===== src/rtl/uart_rxq_pkg.sv =====
package uart_rxq_pkg;
  localparam int DATA_W = 8;
  localparam logic [2:0] ADDR_RBR = 3'd0;
  localparam logic [2:0] ADDR_FCR = 3'd2;
  localparam logic [2:0] ADDR_LSR = 3'd5;

  typedef struct packed {
    logic [DATA_W-1:0] data;
    logic              brk;
    logic              ferr;
    logic              perr;
  } rxq_entry_t;

  function automatic logic [31:0] trig_level(input logic [1:0] sel);
    case (sel)
      2'b00:   trig_level = 32'd1;
      2'b01:   trig_level = 32'd4;
      2'b10:   trig_level = 32'd8;
      default: trig_level = 32'd14;
    endcase
  endfunction

  function automatic logic has_err(input rxq_entry_t e);
    has_err = e.perr | e.ferr | e.brk;
  endfunction
endpackage


===== src/rtl/rxq_ctrl.sv =====
module rxq_ctrl
  import uart_rxq_pkg::*;
(
  input  logic              clk,
  input  logic              rst,
  input  logic              wr_en,
  input  logic [2:0]        wr_addr,
  input  logic [DATA_W-1:0] wr_data,
  output logic              fifo_en,
  output logic [1:0]        trig_sel,
  output logic              rx_flush,
  output logic              tx_flush
);
  logic fcr_wr;
  logic toggle;

  assign fcr_wr   = wr_en && (wr_addr == ADDR_FCR);
  assign toggle   = fcr_wr && (wr_data[0] != fifo_en);
  assign rx_flush = toggle || (fcr_wr && wr_data[1]);

  always_ff @(posedge clk) begin
    if (rst) begin
      fifo_en  <= 1'b0;
      trig_sel <= 2'b00;
      tx_flush <= 1'b0;
    end else begin
      tx_flush <= toggle || (fcr_wr && wr_data[2]);
      if (fcr_wr) begin
        fifo_en  <= wr_data[0];
        trig_sel <= wr_data[7:6];
      end
    end
  end
endmodule


===== src/rtl/rxq_store.sv =====
module rxq_store
  import uart_rxq_pkg::*;
#(
  parameter int DEPTH = 16,
  localparam int AW = $clog2(DEPTH),
  localparam int CW = $clog2(DEPTH + 1)
) (
  input  logic       clk,
  input  logic       rst,
  input  logic       flush,
  input  logic       push,
  input  rxq_entry_t push_ent,
  input  logic       pop,
  input  logic [CW-1:0] cap,
  output rxq_entry_t head,
  output logic [CW-1:0] occ,
  output logic       err_any,
  output logic       accepted,
  output logic       removed
);
  rxq_entry_t mem [DEPTH];
  logic [AW-1:0] wr_ptr, rd_ptr;
  logic [CW-1:0] err_cnt;
  logic          full;
  logic          in_err, out_err;

  function automatic logic [AW-1:0] nxt(input logic [AW-1:0] p);
    nxt = (p == AW'(DEPTH - 1)) ? '0 : p + 1'b1;
  endfunction

  assign head     = mem[rd_ptr];
  assign full     = occ >= cap;
  assign removed  = pop && (occ != '0) && !flush;
  assign accepted = push && !flush && (!full || removed);
  assign in_err   = accepted && has_err(push_ent);
  assign out_err  = removed && has_err(head);
  assign err_any  = err_cnt != '0;

  always_ff @(posedge clk) begin
    if (accepted) mem[wr_ptr] <= push_ent;
  end

  always_ff @(posedge clk) begin
    if (rst || flush) begin
      wr_ptr  <= '0;
      rd_ptr  <= '0;
      occ     <= '0;
      err_cnt <= '0;
    end else begin
      if (accepted) wr_ptr <= nxt(wr_ptr);
      if (removed)  rd_ptr <= nxt(rd_ptr);
      case ({accepted, removed})
        2'b10:   occ <= occ + 1'b1;
        2'b01:   occ <= occ - 1'b1;
        default: occ <= occ;
      endcase
      case ({in_err, out_err})
        2'b10:   err_cnt <= err_cnt + 1'b1;
        2'b01:   err_cnt <= err_cnt - 1'b1;
        default: err_cnt <= err_cnt;
      endcase
    end
  end
endmodule


===== src/rtl/rxq_idle.sv =====
module rxq_idle #(
  parameter int TO_CHARS = 4,
  localparam int IW = $clog2(TO_CHARS + 1)
) (
  input  logic clk,
  input  logic rst,
  input  logic activity,
  input  logic has_data,
  input  logic tick,
  output logic expired
);
  logic [IW-1:0] cnt;

  always_ff @(posedge clk) begin
    if (rst || activity || !has_data) begin
      cnt <= '0;
    end else if (tick && (cnt != IW'(TO_CHARS))) begin
      cnt <= cnt + 1'b1;
    end
  end

  assign expired = has_data && (cnt == IW'(TO_CHARS));
endmodule


===== src/rtl/uart_rx_queue.sv =====
module uart_rx_queue
  import uart_rxq_pkg::*;
#(
  parameter int DEPTH    = 16,
  parameter int TO_CHARS = 4
) (
  input  logic       clk,
  input  logic       rst,
  input  logic       rx_valid,
  input  logic [7:0] rx_data,
  input  logic       rx_perr,
  input  logic       rx_ferr,
  input  logic       rx_brk,
  input  logic       char_tick,
  input  logic       wr_en,
  input  logic [2:0] wr_addr,
  input  logic [7:0] wr_data,
  input  logic       rd_en,
  input  logic [2:0] rd_addr,
  output logic [7:0] rbr_data,
  output logic [7:0] lsr,
  output logic       fifo_mode,
  output logic       rx_trig,
  output logic       rx_timeout,
  output logic       tx_flush
);
  localparam int CW = $clog2(DEPTH + 1);

  logic          rx_flush;
  logic [1:0]    trig_sel;
  rxq_entry_t    in_ent, head;
  logic [CW-1:0] occ, cap;
  logic          err_any, accepted, removed;
  logic          ovr, has_data, idle_exp;
  logic          rbr_rd, lsr_rd;

  rxq_ctrl u_ctrl (
    .clk(clk), .rst(rst), .wr_en(wr_en), .wr_addr(wr_addr), .wr_data(wr_data),
    .fifo_en(fifo_mode), .trig_sel(trig_sel), .rx_flush(rx_flush),
    .tx_flush(tx_flush)
  );

  assign in_ent = '{data: rx_data, brk: rx_brk, ferr: rx_ferr, perr: rx_perr};
  assign cap    = fifo_mode ? CW'(DEPTH) : CW'(1);
  assign rbr_rd = rd_en && (rd_addr == ADDR_RBR);
  assign lsr_rd = rd_en && (rd_addr == ADDR_LSR);

  rxq_store #(.DEPTH(DEPTH)) u_store (
    .clk(clk), .rst(rst), .flush(rx_flush), .push(rx_valid), .push_ent(in_ent),
    .pop(rbr_rd), .cap(cap), .head(head), .occ(occ), .err_any(err_any),
    .accepted(accepted), .removed(removed)
  );

  assign has_data = occ != '0;

  rxq_idle #(.TO_CHARS(TO_CHARS)) u_idle (
    .clk(clk), .rst(rst), .activity(accepted | removed | rx_flush),
    .has_data(has_data), .tick(char_tick), .expired(idle_exp)
  );

  always_ff @(posedge clk) begin
    if (rst)                                 ovr <= 1'b0;
    else if (rx_valid && !rx_flush && !accepted) ovr <= 1'b1;
    else if (lsr_rd)                         ovr <= 1'b0;
  end

  assign rbr_data   = has_data ? head.data : 8'h00;
  assign lsr        = {err_any, 2'b00,
                       has_data & head.brk, has_data & head.ferr,
                       has_data & head.perr, ovr, has_data};
  assign rx_trig    = fifo_mode ? ({{(32-CW){1'b0}}, occ} >= trig_level(trig_sel))
                                : has_data;
  assign rx_timeout = fifo_mode && idle_exp;
endmodule


===== config.mk =====
export PLATFORM = sky130hd
export DESIGN_NAME = uart_rx_queue
export DESIGN_NICKNAME = d
export VERILOG_FILES = /design/src/rtl/uart_rxq_pkg.sv /design/src/rtl/rxq_ctrl.sv /design/src/rtl/rxq_store.sv /design/src/rtl/rxq_idle.sv /design/src/rtl/uart_rx_queue.sv
export SDC_FILE = /design/constraint.sdc
export NUM_CORES = 1
export LEC_CHECK = 0
export BUFFER_PORTS_ARGS = -buffer_cell sky130_fd_sc_hd__buf_2
export CORE_MARGIN = 8
export CORE_UTILIZATION = 40
export CTS_BUF_LIST = sky130_fd_sc_hd__clkbuf_8
export CTS_CLUSTER_DIAMETER = 120
export DETAILED_ROUTE_END_ITERATION = 16
export PLACE_DENSITY = 0.63
export SETUP_SLACK_MARGIN = 0.4
export SYNTH_ARGS = -nofsm -noshare
export SYNTH_HDL_FRONTEND = slang
export SYNTH_SLANG_ARGS = --single-unit

===== constraint.sdc =====
create_clock -name clk -period 4.39 [get_ports clk]
set_input_delay 0.6585 -clock clk [delete_from_list [all_inputs] [get_ports clk]]
set_output_delay 0.6585 -clock clk [all_outputs]
set_load 0.01 [all_outputs]

---- Word-level counts from Yosys, hierarchy flattened ----
Memories as Yosys holds them, arrays and structs flattened. A register that Yosys moved wholly into a read port is not among the register bits.
Cells that the tools add are included.
W data, S select, Z words.
storage, ports and cells
  logic and storage cells ................. 88
  memory bits (writable) .................. 176
  bits in registers ....................... 26
  input bits .............................. 31
  memories kept ........................... 1
  output and inout port bits .............. 20
operators by class
  reduce and logical (&&, ||, !) cells .... 33
  equality and inequality tests ........... 13
  bitwise logic cells ..................... 9
  mux-type cells .......................... 14
  magnitude comparators ................... 2
  add/subtract/negate cells ............... 7
memories
  memory       depth  bits a word  read ports  clocked after memory_dff  wr ports  line             text
  u_store.mem  16     11           1           1                         1         rxq_store.sv:21  rxq_entry_t mem [DEPTH];
operators by type and width
  operator               number
  $ge A5 B32 Y1          1
  $pmux W5 S2            2
  $logic_and A1 B1 Y1    16
  $mux W4                4
  $pmux W4 S3            1
  $add A5 B1 Y5 const B  2
  $reduce_bool A5 Y1     2
  $sub A5 B1 Y5 const B  2
  $add A4 B1 Y4 const B  2
  $eq A4 B4 Y1 const B   2
  $mux W8                1
  $eq A2 B1 Y1 const B   3
  $eq A2 B2 Y1 const B   3
  $eq A3 B3 Y1 const B   2
  $logic_or A1 B1 Y1     6
  $or A1 B1 Y1           6
  $reduce_bool A2 Y1     3
  $ge A5 B5 Y1           1
  $mux W1                5
  $mux W5                1
  $logic_not A1 Y1       4
  $add A3 B1 Y3 const B  1
  $and A1 B1 Y1          3
  $eq A3 B2 Y1 const B   1
  4 further kinds        4

---- Logic depth before layout (Yosys ltp) ----
Gate-level depths: netlist (run 1).
  depth in word-level cells ............... 12
  mapped depth ............................ 15
  mapped depth without buffers ............ 14

---- By module ----
From an unflattened synthesis (run 1), not the netlist that was laid out.
unflattened totals
  cell total of the unflattened synthesis .. 505
  area, all modules ....................... 8817.2 um^2
modules (own cells, without submodules)
  module         area each (um^2)  times used  sequential area each (um^2)  cells an instance
  rxq_store      8070.2            1           5725.5                       422
  uart_rx_queue  341.6             1           20.0                         45
  rxq_idle       203.9             1           60.1                         19
  rxq_ctrl       201.4             1           80.1                         19

---- Least setup slack after synthesis (run 1) ----
Ideal clock, no wire load.
  path kind ............................... input-to-reg
  from .................................... in wr_data[0]
  to ...................................... reg u_store.err_cnt[4]
  slack ................................... 1102 ps
  buffers on the path ..................... 1
  required time ........................... 4320 ps
  arrival ................................. 3219 ps
  setup time .............................. 70 ps
  stages .................................. 13
  path through ............................ xor2_1 > o21ai_2 > nand2_1 > nor2_4 > buf_2 > o31ai_1 > ha_1 > fa_1 > a21o_1 > a21oi_1 > xor2_1 > or3_1 > a21oi_1
on the way
  cells in the longest elaborated chain, start to end .. 10
  elaborated cells on any way between the ends .. 15
  those cells by class .................... eq/ne (3); mux (1); reduce/logical (11)
ends and longest elaborated chain
  what                                               line                              text
  start: declaration                                 uart_rx_queue.sv:17               input logic [7:0] wr_data,
  $ne A1 B1 Y1 *                                     rxq_ctrl.sv:18                    assign toggle = fcr_wr && (wr_data[0] != fifo_en);
  $logic_and A1 B1 Y1 *                              rxq_ctrl.sv:18
  $logic_or A1 B1 Y1 *                               rxq_ctrl.sv:19                    assign rx_flush = toggle || (fcr_wr && wr_data[1]);
  $logic_not A1 Y1                                   rxq_store.sv:33, rxq_store.sv:34
  $logic_and A1 B1 Y1                                rxq_store.sv:33                   assign removed = pop && (occ != '0) && !flush;
  $logic_or A1 B1 Y1                                 rxq_store.sv:34                   assign accepted = push && !flush && (!full || removed);
  $logic_and A1 B1 Y1                                rxq_store.sv:34
  $logic_and A1 B1 Y1                                rxq_store.sv:35                   assign in_err = accepted && has_err(push_ent);
  $eq A2 B1 Y1 or $eq A2 B2 Y1 (tied branches)       rxq_store.sv:57                   case ({in_err, out_err})
  $pmux W5 S2 or $reduce_bool A2 Y1 (tied branches)  --
  end signal: assignment                             rxq_store.sv:58                   2'b10: err_cnt <= err_cnt + 1'b1;
  end signal: assignment                             rxq_store.sv:59                   2'b01: err_cnt <= err_cnt - 1'b1;
  end signal: assignment                             rxq_store.sv:60                   default: err_cnt <= err_cnt;
  end: declaration                                   rxq_store.sv:23                   logic [CW-1:0] err_cnt;
Every way passes the cells marked *; elsewhere a longest branch is shown, timed or not.
A chain may end at the register's enable or synchronous reset.

==> run_results.csv, run 1 <==
group,metric,value,unit
setup_path,endpoint_class_of_the_critical_path,"register",
final_layout,drive_gt1_share,24.6,%
placement,dpl.hpwl,11100,um
yosys,synthMuxAreaShare,15.0,%
yosys,post_synth_and_or_nand_nor_area_fraction,6.70,%
clocking,htree_num_levels,2,
grt,first_global_vias,4963,
final_layout,layout_overhead_on_the_synthesized_area,12.3,%
pwr,cell_internal_pwr,0.00339,W
timing,min_period_over_period,85.7,%
final_layout,final_cell_mix,"sky130_fd_sc_hd__edfxtp_1, sky130_fd_sc_hd__buf_2, sky130_fd_sc_hd__clkbuf_8, sky130_fd_sc_hd__mux4_2, sky130_fd_sc_hd__nor2_1",
clocking,clock_tree.buffer_depth,3,
yosys,seq_area_frac_synth,67.0,%
run_status,status,"finished, final reports clean",
floorplan,fp.dieArea,0.0270,mm^2
clocking,postCtsSetupRepairBufs,0,
setup_path,timing.critical_path.depth,11,
setup_path,critical_path.n_buffers_inverters,0,
worst_hold_path,timing.hold.worst_path_depth,3,
pwr,max-vdd-ir-drop,0.216,mV
yosys,postSynth.topFlopCell,"sky130_fd_sc_hd__edfxtp_1",
timing,max_clock_freq,266,MHz
setup_path,crit_path_max_incr_delay,600,ps
timing,finalHoldViolCount,0,
clocking,cts.reportedPaths.clkPinSlew,60,ps
clocking,clockRootBuffer,"sky130_fd_sc_hd__clkbuf_8",
yosys,number_of_storage_elements_in_the_synthesis_netlist,206,
floorplan,floorplan.die.width,164,um
timing,grt_setup_unrepaired,"false",
setup_path,worst-endpoint-required,4820,ps
yosys,synth-compound-area-share,3.47,%
setup_path,critical_path.startpoint_type,"register",
worst_hold_path,worstHoldEndpoint,"u_ctrl.trig_sel[0]$_SDFFE_PP0N_",
clocking,clock_insertion_delay_worst_skew,520,ps
clocking,cts_tree,"built",
floorplan,effective_utilization_at_floorplan,40.5,%
timing,finalMaxSlewViolations,0,
setup_path,worst-endpoint-arrival,4190,ps
setup_path,critPathMostFrequentCell,"sky130_fd_sc_hd__a21oi_1",
setup_path,worst_path_dominant_cell_family,"multiplexers",
worst_hold_path,hold_start,"wr_data[6]",
final_layout,diodes,0,
setup_path,timing.reg2reg.setup_slack,630,ps
clocking,cts_inserted_buffers,35,
yosys,mappedNetlistArea,0.00879,mm^2
final_layout,final_net_count,604,
route,dr.first_iter.drc_count,315,
final_layout,final.fill_count,1860,
grt,grt_usage,13.8,%
floorplan,pin_count,51,
worst_hold_path,min_path_type,"input port to register",
floorplan,chipHeight,164,um
yosys,synthesis.instances,485,
timing,max-slew-margin-rel,38.1,%
yosys,yosys.cell_types.count,54,
route,route.antenna.remaining_nets,0,
yosys,synthAdderAreaFrac,3.59,%
flow_run,drv_cap,0,
yosys,xor_xnor_cell_area_share_of_the_yosys_netlist,1.20,%
floorplan,core.rowCount,54,
setup_path,timing.setup.critical_path_class,"register to register",
route,drt-total-wl,18000,um
setup_path,endpoint_of_the_most_critical_register_to_register_path,"u_store.err_cnt[4]$_SDFFE_PP0P_",
floorplan,core_region_area,0.0217,mm^2
timing,period_needed,3760,ps
setup_path,worst_r2r_path_depth,11,
placement,gp_congestion,0.724,
route,dr.pass1.iters,4,
timing,fin_tns_setup,0,ps
grt,antenna_found_initial,0,
timing,setup_viol,0,
pwr,power.leakage,3.43,nW
yosys,yosys_warnings,0,
timing,finalClockSkew,17.1,ps
route,avgRoutedWirePerCell,21.1,um
grt,grt_first_pass_wirelength,28100,um
route,vias_cell,5.34,
yosys,ys_top_cells_by_area,"sky130_fd_sc_hd__edfxtp_1, sky130_fd_sc_hd__mux4_2, sky130_fd_sc_hd__dfxtp_1, sky130_fd_sc_hd__mux4_1, sky130_fd_sc_hd__ha_1",
yosys,number_of_flops_mapped_to_enable_cells_by_yosys,176,
yosys,synth_top_family_by_area,"multiplexers",
yosys,synth_top_cell_area_share,60.1,%
setup_path,cp_max_fo,10,
pwr,p_sw_share,26.5,%
placement,buffer_ports.inserted,45,
clocking,cts.sink_count,206,
grt,gr-total-overflow,0,
setup_path,crit_chain,"mux4_1 -> mux4_2 -> nor3_1 -> nor2_1 -> ha_1 -> fa_1 -> a21o_1 -> a21oi_1 -> xor2_1 -> or3_1 -> a21oi_1",
yosys,synth_top_cell_by_area,"sky130_fd_sc_hd__edfxtp_1",
clocking,cts_hold_repair.buffers,0,
route,drc_errors,0,
setup_path,critical_path_top_delay_cell,"sky130_fd_sc_hd__mux4_1",
pwr,seq_power_share,49.2,%
pwr,switching_power,0.00122,W
pwr,power_frac_clock,34.2,%
timing,postLayoutSetupSlackWorst,627,ps
placement,preCtsSetupSlack,492,ps
yosys,ys_async_sr_fraction,0,%
final_layout,most_common_library_cell_in_the_layout_ignoring_fill_and_taps,"sky130_fd_sc_hd__edfxtp_1",
grt,grt_max_degree,24,
timing,worst_pin_slew,929,ps
route,routed-via-count,4559,
yosys,post_synth.cell_area_avg,18.1,um^2
pwr,pwr-share-comb,16.5,%
pwr,power.density_cell_area,467,mW/mm^2
## cell usage after synthesis (3+ instances only)
cell and count:
sky130_fd_sc_hd__edfxtp_1 176, sky130_fd_sc_hd__nor3_1 4, sky130_fd_sc_hd__mux4_1 22, sky130_fd_sc_hd__nor2_1 30
sky130_fd_sc_hd__nand3_1 7, sky130_fd_sc_hd__a22oi_1 3, sky130_fd_sc_hd__inv_1 14, sky130_fd_sc_hd__buf_4 8
sky130_fd_sc_hd__buf_6 4, sky130_fd_sc_hd__a21o_1 4, sky130_fd_sc_hd__mux4_2 31, sky130_fd_sc_hd__and3_1 5
sky130_fd_sc_hd__mux2i_1 4, sky130_fd_sc_hd__dfxtp_1 30, sky130_fd_sc_hd__nand2_1 8, sky130_fd_sc_hd__xnor2_1 7
sky130_fd_sc_hd__buf_2 5, sky130_fd_sc_hd__xor2_1 5, sky130_fd_sc_hd__o31ai_1 3, sky130_fd_sc_hd__and2_1 13
sky130_fd_sc_hd__ha_1 22, sky130_fd_sc_hd__and4b_1 8, sky130_fd_sc_hd__a21oi_1 20, sky130_fd_sc_hd__nor2b_1 3
sky130_fd_sc_hd__clkbuf_1 4, sky130_fd_sc_hd__o21ai_0 6
## worst reg2reg max path, stage by stage, from the launching register on
cell and delay, ps:
sky130_fd_sc_hd__dfxtp_4 460, sky130_fd_sc_hd__mux4_1 610, sky130_fd_sc_hd__mux4_2 510, sky130_fd_sc_hd__nor3_1 410, sky130_fd_sc_hd__nor2_1 90, sky130_fd_sc_hd__ha_1 300, sky130_fd_sc_hd__fa_1 440, sky130_fd_sc_hd__a21o_1 180
sky130_fd_sc_hd__a21oi_1 160, sky130_fd_sc_hd__xor2_1 90, sky130_fd_sc_hd__or3_1 310, sky130_fd_sc_hd__a21oi_1 130
## state kept, by name (all words and copies together) (netlist names), named ones only
register / cells
u_ctrl.trig_sel: 2
u_ctrl.fifo_en: 1
u_store.mem: 176
ovr: 1
u_store.occ: 5
u_idle.cnt: 3
u_store.wr_ptr: 4
u_ctrl.tx_flush: 1
u_store.err_cnt: 5
u_store.rd_ptr: 4
## metal layers
layer,vias to the layer above,GRT usage [%],routed length (um)
li1,2078,-,-
met1,2342,17.1,7500
met2,111,23.5,9060
met3,28,3.26,1150
met4,0,4.59,308
met5,-,0,0
## area by class of cell
class	instances	area [um^2]	area share (%)
Clock buffer	37	509	5.16
Clock inverter	25	134	1.36
Inverter	14	52.6	0.532
Multi-Input combinational cell	239	2650	26.8
Sequential cell	206	5890	59.7
Tap cell	280	350	3.55
Timing Repair Buffer	53	289	2.93
## kinds of logic after synthesis
| family | Yosys count |
|---|---|
| DFF | 206 |
| and+or+nand+nor | 98 |
| muxes | 57 |
| AOI/OAI and AO/OA | 46 |
| buffers and inverters | 41 |
| adders and majority gates | 24 |
| xor gates and xnor gates | 12 |
| other | 1 |
## through the flow
| step | cells | total power, W | hold WS, ps | cell area (um^2) | utilization (%) |
|---|---|---|---|---|---|
| 5_1_grt | 854 | 0.00484 | 369 | 9870 | 45.5 |
| 2_1_floorplan | 486 | 0.00284 | 456 | 8790 | - |
| 3_5_place_dp | 792 | 0.00309 | 487 | 9220 | 42.5 |
| 3_3_place_gp | 792 | 0.00305 | 480 | 9220 | 42.5 |
| 4_1_cts | 854 | 0.00468 | 340 | 9860 | 45.5 |
| 6_report | 854 | 0.00461 | 369 | 9870 | 45.5 |
## power groups by stage
stage                     Clock, W  Sequential [W]  Combinational, W
after CTS                  0.00163         0.00227          0.000782
after detailed placement         0         0.00231          0.000778
after floorplan                  0         0.00229          0.000551
after global routing       0.00171         0.00229          0.000842
final                      0.00158         0.00227          0.000762
after global placement           0         0.00231          0.000747
## worst max path at each step
stage	from	endpoint	slack [ps]
final	register	u_store.err_cnt[4]$_SDFFE_PP0P_	630
after global routing	register	u_store.err_cnt[4]$_SDFFE_PP0P_	490
after CTS	register	u_store.err_cnt[4]$_SDFFE_PP0P_	470
after detailed placement	register	u_store.err_cnt[4]$_SDFFE_PP0P_	490
after global placement	register	u_store.err_cnt[4]$_SDFFE_PP0P_	530
after floorplan	wr_data[0]	u_store.err_cnt[4]$_SDFFE_PP0P_	1100
## repair_timing
action / CTS / global route
setup endpoints to repair: 0 / 1
gates resized for setup: 0 / 2
endpoints found under the hold margin: 0 / 0
(Power assumes the default switching activity.)
==> run 2, diff against run 1 <==
--- a/config.mk
+++ b/config.mk
@@ -5,7 +5,9 @@
 export SDC_FILE = /design/constraint.sdc
 export NUM_CORES = 1
 export LEC_CHECK = 0
+export ABC_AREA = 1
 export BUFFER_PORTS_ARGS = -buffer_cell sky130_fd_sc_hd__buf_2
+export CORE_ASPECT_RATIO = 0.7
 export CORE_MARGIN = 8
 export CORE_UTILIZATION = 40
 export CTS_BUF_LIST = sky130_fd_sc_hd__clkbuf_8
==> run 2 against run 1 <==
Effect of this change:
- design area increased by 4.2%
- clock power rose by 6%
- critical path depth rose by 6
- flip-flop and latch count did not move
- via count increased by 35%
- non-clock buffer count up 14
- first-iteration DRC count grew 67%
- largest cell class unchanged
- synthesized area is 3.0% higher
==> run_results.csv, run 2 <==
group,metric,value,unit
clocking,clock_tree.buffer_depth,3,
pwr,switching_power,0.00156,W
placement,dpl.hpwl,12500,um
floorplan,core_region_area,0.0224,mm^2
yosys,synth_top_cell_by_area,"sky130_fd_sc_hd__edfxtp_1",
setup_path,timing.setup.critical_path_class,"register to register",
final_layout,reg_top3,"u_store.mem (176), u_store.err_cnt (5), u_store.occ (5)",
final_layout,seqCellArea,0.00589,mm^2
setup_path,critical_path_top_delay_cell,"sky130_fd_sc_hd__buf_4",
timing,grt_setup_unrepaired,"false",
timing,fin_tns_setup,0,ps
setup_path,worst_r2r_path_depth,17,
worst_hold_path,hold_start,"wr_data[2]",
yosys,post_synth_and_or_nand_nor_area_fraction,16.4,%
floorplan,fp.dieArea,0.0278,mm^2
pwr,cell_internal_pwr,0.00353,W
timing,worst_pin_slew,991,ps
timing,finalMaxSlewViolations,0,
clocking,cts.reportedPaths.clkPinSlew,60,ps
timing,setup_viol,0,
route,drc_errors,0,
clocking,clock_insertion_delay_worst_skew,520,ps
final_layout,final_cell_mix,"sky130_fd_sc_hd__edfxtp_1, sky130_fd_sc_hd__nand2_1, sky130_fd_sc_hd__nor2_1, sky130_fd_sc_hd__inv_1, sky130_fd_sc_hd__nand3_1",
timing,period_needed,3420,ps
run_status,status,"finished, final reports clean",
yosys,post_synth.cell_area_avg,11.1,um^2
floorplan,chipHeight,142,um
yosys,synth_top_family_by_area,"simple AND/OR/NAND/NOR gates",
route,avgRoutedWirePerCell,18.2,um
yosys,postSynth.topFlopCell,"sky130_fd_sc_hd__edfxtp_1",
final_layout,final.fill_count,2065,
route,vias_cell,5.17,
setup_path,worst-endpoint-required,4790,ps
yosys,xor_xnor_cell_area_share_of_the_yosys_netlist,1.05,%
route,dr.first_iter.drc_count,525,
yosys,ys_async_sr_fraction,0,%
yosys,number_of_flops_mapped_to_enable_cells_by_yosys,176,
final_layout,final_net_count,934,
clocking,htree_num_levels,2,
timing,fin_worst_hold_slack,395,ps
timing,max_clock_freq,293,MHz
placement,gp_congestion,0.773,
setup_path,endpoint_of_the_most_critical_register_to_register_path,"u_store.err_cnt[4]$_SDFFE_PP0P_",
setup_path,worst-endpoint-arrival,3810,ps
grt,grt_max_degree,92,
setup_path,cp_max_fo,91,
floorplan,effective_utilization_at_floorplan,40.3,%
yosys,synth-compound-area-share,8.53,%
setup_path,crit_path_max_incr_delay,740,ps
final_layout,layout_overhead_on_the_synthesized_area,13.6,%
timing,finalHoldViolCount,0,
pwr,power_frac_clock,32.8,%
setup_path,timing.reg2reg.setup_slack,970,ps
clocking,postCtsSetupRepairBufs,0,
final_layout,most_common_library_cell_in_the_layout_ignoring_fill_and_taps,"sky130_fd_sc_hd__edfxtp_1",
worst_hold_path,worstHoldEndpoint,"u_ctrl.tx_flush$_SDFF_PP0_",
pwr,power.density_cell_area,495,mW/mm^2
pwr,max-vdd-ir-drop,0.176,mV
grt,grt_first_pass_wirelength,33100,um
timing,max-slew-margin-rel,33.9,%
setup_path,critPathMostFrequentCell,"sky130_fd_sc_hd__nor2_1",
clocking,cts_resized,0,
clocking,cts_hold_repair.buffers,0,
final_layout,largest-register,"u_store.mem",
yosys,yosys.cell_types.count,44,
pwr,pwr-share-comb,22.0,%
grt,antenna_found_initial,0,
grt,gr-total-overflow,0,
route,route.antenna.remaining_nets,0,
yosys,ys_top_cells_by_count,"sky130_fd_sc_hd__edfxtp_1, sky130_fd_sc_hd__nand2_1, sky130_fd_sc_hd__nor2_1, sky130_fd_sc_hd__nand3_1, sky130_fd_sc_hd__inv_1",
yosys,yosys_warnings,0,
timing,postLayoutSetupSlackWorst,973,ps
grt,grt_usage,15.3,%
grt,first_global_vias,5940,
final_layout,drive_gt1_share,15.6,%
yosys,synthAdderAreaFrac,3.48,%
pwr,seq_power_share,45.2,%
setup_path,crit_chain,"buf_4 -> nor2_1 -> nor2_1 -> o21ai_0 -> nand3_1 -> nand3_1 -> nand2_1 -> inv_1 -> a21oi_1 -> ha_1 -> ha_1 -> a21oi_1 -> nor2_1 -> o21ai_0 -> nand3b_1 -> nor2_1 -> nor2_1",
worst_hold_path,timing.hold.worst_path_depth,3,
floorplan,pin_count,51,
route,dr.pass1.iters,5,
yosys,synth.most_common_cell,"sky130_fd_sc_hd__edfxtp_1",
flow_run,drv_cap,0,
yosys,ys_top_cells_by_area,"sky130_fd_sc_hd__edfxtp_1, sky130_fd_sc_hd__dfxtp_1, sky130_fd_sc_hd__nand2_1, sky130_fd_sc_hd__nor2_1, sky130_fd_sc_hd__nand3_1",
yosys,seq_area_frac_synth,65.0,%
timing,min_period_over_period,77.8,%
pwr,finalPower,0.00509,W
worst_hold_path,min_path_type,"input port to register",
clocking,clockRootBuffer,"sky130_fd_sc_hd__clkbuf_8",
route,drt-total-wl,21600,um
placement,place_inst,1130,
clocking,cts_inserted_buffers,35,
setup_path,critical_path.startpoint_type,"register",
floorplan,floorplan.die.width,196,um
route,routed-via-count,6147,
final_layout,diodes,0,
placement,buffer_ports.inserted,45,
pwr,power.leakage,3.92,nW
final_layout,largest_register_ff_count,176,
pwr,p_sw_share,30.7,%
placement,preCtsSetupSlack,1010,ps
yosys,mappedNetlistArea,0.00905,mm^2
setup_path,endpoint_class_of_the_critical_path,"register",
final_layout,multiInputGateArea,0.00274,mm^2
yosys,synthMuxAreaShare,0.111,%
yosys,synth_top_cell_area_share,58.4,%
clocking,cts.sink_count,206,
timing,finalClockSkew,23.0,ps
clocking,cts_tree,"built",
floorplan,core.rowCount,46,
yosys,synthesis.instances,817,
final_layout,final_cell_count_no_fill,1188,
yosys,number_of_storage_elements_in_the_synthesis_netlist,206,
## run 2: changes by cell type in the layout (fill, tap and decap cells not counted), moves of 15 or more
cell                      before  now
sky130_fd_sc_hd__o21ai_0       6   50
sky130_fd_sc_hd__mux4_2       31    0
sky130_fd_sc_hd__nand2_1       8  143
sky130_fd_sc_hd__buf_4         7   22
sky130_fd_sc_hd__mux4_1       22    0
sky130_fd_sc_hd__a21oi_1      20   43
sky130_fd_sc_hd__inv_1        27   66
sky130_fd_sc_hd__nand3_1       7   64
sky130_fd_sc_hd__nor2_1       30   94
## run 2: logic make-up (layout without fill, tap and decap cells)
| group | count (synthesis) | in the layout |
|---|---|---|
| compound gates | 133 | 133 |
| fa+ha+maj | 24 | 24 |
| mux | 1 | 1 |
| xor+xnor | 10 | 10 |
| other cells | 1 | 2 |
| flops | 206 | 206 |
| simple gates | 335 | 335 |
| buf+inv | 107 | 189 |
## run 2: how the worst max path moves through the flow
stage / to / slack [ps] / cells past startpoint
2_1_floorplan: u_store.occ[4]$_SDFFE_PP0P_ / 1530 / 16
5_1_grt: u_store.err_cnt[4]$_SDFFE_PP0P_ / 670 / 18
4_1_cts: u_store.err_cnt[4]$_SDFFE_PP0P_ / 1010 / 16
3_5_place_dp: u_store.err_cnt[4]$_SDFFE_PP0P_ / 1010 / 16
6_report: u_store.err_cnt[4]$_SDFFE_PP0P_ / 970 / 17
3_3_place_gp: u_store.err_cnt[4]$_SDFFE_PP0P_ / 1020 / 16
## run 2: layout make-up
type                       instances  share of cell area [%]
sequential                       206                    57.3
multi-input combinational        505                    26.7
clock buffer                      35                    4.68
clock inverter                    23                    1.72
inverter                          64                    2.38
timing repair buffer              67                    3.80
tap                              288                    3.50
## run 2: worst max-delay path, delay by kind of cell, from the launching register on
family                   cells  cell delay (ps)
buffers and inverters        2              820
AND/OR/NAND/NOR              9              810
adder cells (fa/ha/maj)      2              670
AO/OA/AOI/OAI                4              630
flip-flops                   1              330
## run 2: metrics by stage
stage	cell area (um^2)	utilization, %
2_1_floorplan	9050	-
3_3_place_gp	9620	42.9
3_5_place_dp	9620	42.9
4_1_cts	10300	45.8
5_1_grt	10300	45.8
6_report	10300	45.8
## run 2: power by group through the flow
stage                     registers [W]  clock network (W)  logic [W]
final                           0.00230            0.00167    0.00112
after detailed placement        0.00234                  0    0.00113
after CTS                       0.00230            0.00170    0.00113
after global placement          0.00234                  0    0.00111
after floorplan                 0.00233                  0   0.000768
after global routing            0.00231            0.00180    0.00124
## run 2: layer usage
layer | global-route usage (%) | share of wire, % | routed length (um)
met5 | 0 | 0 | 0
met4 | 5.29 | 2.3 | 504
met3 | 3.15 | 6.2 | 1350
met2 | 23.3 | 44 | 9510
met1 | 21.5 | 47 | 10200
==> run 3, diff against run 2 <==
==> constraint.sdc (replaced) <==
create_clock -name clk -period 3.35 [get_ports clk]
set_input_delay 0.5025 -clock clk [delete_from_list [all_inputs] [get_ports clk]]
set_output_delay 0.5025 -clock clk [all_outputs]
set_load 0.01 [all_outputs]
==> run 3 against run 2 <==
Effect of this change:
- sequential power rose by 32%
- design area rose by 2.2%
- first-iteration DRC count rose by 5.3%
- register-to-register slack got worse by 440 ps
- hold slack got worse by 170 ps
- fmax rose by 21%
- utilization rose by 0.99 points
- clock power rose by 31%
- clock skew rose by 5.7 ps
- die area did not move
- critical path type unchanged
==> run_results.csv, run 3 (synthesis gave the netlist of run 2 again) <==
group,metric,value,unit
final_layout,final_cell_mix,"sky130_fd_sc_hd__edfxtp_1, sky130_fd_sc_hd__nand2_1, sky130_fd_sc_hd__nor2_1, sky130_fd_sc_hd__inv_1, sky130_fd_sc_hd__nand3_1",
route,drt-total-wl,21200,um
floorplan,fp.dieArea,0.0278,mm^2
timing,finalClockSkew,28.6,ps
route,dr.first_iter.drc_count,553,
pwr,max-vdd-ir-drop,0.208,mV
setup_path,worst-endpoint-required,3750,ps
floorplan,floorplan.die.width,196,um
pwr,power.leakage,4.01,nW
pwr,finalPower,0.00671,W
timing,max-slew-margin-rel,61.6,%
clocking,cts.sink_count,206,
worst_hold_path,min_path_type,"input port to register",
timing,setup_viol,0,
floorplan,core.rowCount,46,
setup_path,timing.setup.critical_path_class,"register to register",
floorplan,pin_count,51,
timing,fin_tns_setup,0,ps
floorplan,chipHeight,142,um
grt,gr-total-overflow,0,
grt,first_global_vias,5808,
timing,finalHoldViolCount,0,
grt,antenna_found_initial,0,
worst_hold_path,timing.hold.worst_path_depth,3,
final_layout,reg_top3,"u_store.mem (176), u_store.err_cnt (5), u_store.occ (5)",
final_layout,most_common_library_cell_in_the_layout_ignoring_fill_and_taps,"sky130_fd_sc_hd__edfxtp_1",
route,drc_errors,0,
setup_path,critPathCapture,"u_store.err_cnt[4]$_SDFFE_PP0P_",
grt,grt_usage,15.1,%
placement,gp_congestion,0.772,
timing,worst_pin_slew,575,ps
clocking,cts_tree,"built",
run_status,status,"finished, final reports clean",
route,routed-via-count,6181,
final_layout,drive_gt1_share,18.2,%
setup_path,crit_path_start,"u_ctrl.fifo_en$_SDFFE_PP0N_",
clocking,cts_hold_repair.buffers,0,
timing,grt_setup_unrepaired,"true",
route,dr.pass1.iters,5,
placement,dpl.hpwl,13000,um
final_layout,largest-register,"u_store.mem",
setup_path,endpoint_class_of_the_critical_path,"register",
floorplan,core_region_area,0.0224,mm^2
clocking,clock_tree.buffer_depth,3,
setup_path,endpoint_of_the_most_critical_register_to_register_path,"u_store.err_cnt[4]$_SDFFE_PP0P_",
final_layout,final_net_count,949,
clocking,cts.reportedPaths.clkPinSlew,60,ps
placement,preCtsSetupSlack,359,ps
placement,buffer_ports.inserted,45,
timing,period_needed,2810,ps
setup_path,worstReg2RegStart,"u_ctrl.fifo_en$_SDFFE_PP0N_",
setup_path,worst_r2r_path_depth,16,
setup_path,cp_max_fo,7,
clocking,clockRootBuffer,"sky130_fd_sc_hd__clkbuf_8",
floorplan,effective_utilization_at_floorplan,40.3,%
setup_path,critical_path.startpoint_type,"register",
grt,grt_max_degree,46,
clocking,clock_insertion_delay_worst_skew,520,ps
timing,max_clock_freq,356,MHz
clocking,htree_num_levels,2,
route,avgRoutedWirePerCell,17.6,um
flow_run,drv_cap,0,
setup_path,timing.reg2reg.setup_slack,540,ps
final_layout,largest_register_ff_count,176,
final_layout,diodes,0,
route,vias_cell,5.13,
final_layout,layout_overhead_on_the_synthesized_area,16.1,%
clocking,cts_inserted_buffers,35,
timing,min_period_over_period,84.0,%
grt,grt_first_pass_wirelength,32600,um
pwr,power.density_cell_area,639,mW/mm^2
setup_path,worst-endpoint-arrival,3210,ps
timing,finalMaxSlewViolations,0,
timing,postLayoutSetupSlackWorst,537,ps
route,route.antenna.remaining_nets,0,
run 3: cell count changes in the layout (fill, tap and decap cells not counted), sizes merged:
cell | before | now
bufinv | 3 | 2
buf | 67 | 81
clkinv | 10 | 7
clkinvlp | 0 | 1
clkbuf | 35 | 39
inv | 74 | 75
run 3: timing repair:
action / in CTS / in global routing
endpoints found under the setup margin: 6 / 8
gates cloned: 0 / 1
endpoints found under the hold margin: 0 / 0
buffers inserted: 0 / 2
pin swaps: 0 / 2
resized for setup: 5 / 24
run 3: layer usage:
metal	track usage (%)	up-vias	wire length (um)
met5	0	-	0
met4	5.49	0	392
met3	2.96	32	1330
met2	22.9	179	9610
met1	21.2	2972	9920
li1	-	2998	-
run 3: worst min path at each step:
stage,from,endpoint,slack [ps]
after detailed placement,ovr$_SDFFE_PP0P_,ovr$_SDFFE_PP0P_,470
after CTS,wr_data[2],u_ctrl.tx_flush$_SDFF_PP0_,190
after floorplan,ovr$_SDFFE_PP0P_,ovr$_SDFFE_PP0P_,450
final,wr_data[2],u_ctrl.tx_flush$_SDFF_PP0_,230
after global routing,wr_data[2],u_ctrl.tx_flush$_SDFF_PP0_,220
after global placement,ovr$_SDFFE_PP0P_,ovr$_SDFFE_PP0P_,470
run 3: layout make-up:
class                      instances  area (um^2)
clock buffer                      38          523
clock inverter                    21          145
fill                            2064        11900
inverter                          64          253
multi-input combinational        505         2760
sequential                       206         5890
tap                              288          360
timing repair buffer              82          572
run 3: report_power, final:
part	internal, W	leakage [nW]	switching [W]
Sequential	0.00293	1.83	0.0000953
Combinational	0.000539	1.80	0.000967
Clock	0.00120	0.378	0.000983
run 3: through the flow:
stage	area, um^2	cells	hold slack [ps]	utilization (%)
2_1_floorplan	9050	818	448	-
3_3_place_gp	9710	1142	470	43.2
4_1_cts	10400	1201	194	46.3
6_report	10500	1204	229	46.8
5_1_grt	10500	1204	219	46.8
3_5_place_dp	9710	1142	469	43.2
run 3: worst max-delay path, cell delays in order (launching register included):
cell,delay (ps)
sky130_fd_sc_hd__dfxtp_4,380
sky130_fd_sc_hd__inv_2,60
sky130_fd_sc_hd__ha_1,290
sky130_fd_sc_hd__nor2_1,100
sky130_fd_sc_hd__nand3_1,80
sky130_fd_sc_hd__a21o_1,250
sky130_fd_sc_hd__nand2_8,120
sky130_fd_sc_hd__o311ai_0,150
sky130_fd_sc_hd__ha_2,270
sky130_fd_sc_hd__ha_1,340
sky130_fd_sc_hd__a21oi_1,170
sky130_fd_sc_hd__nor2_1,70
sky130_fd_sc_hd__nor3_1,120
sky130_fd_sc_hd__nand3b_1,150
sky130_fd_sc_hd__nand2_1,60
sky130_fd_sc_hd__nand2_1,50
sky130_fd_sc_hd__nor2_1,30
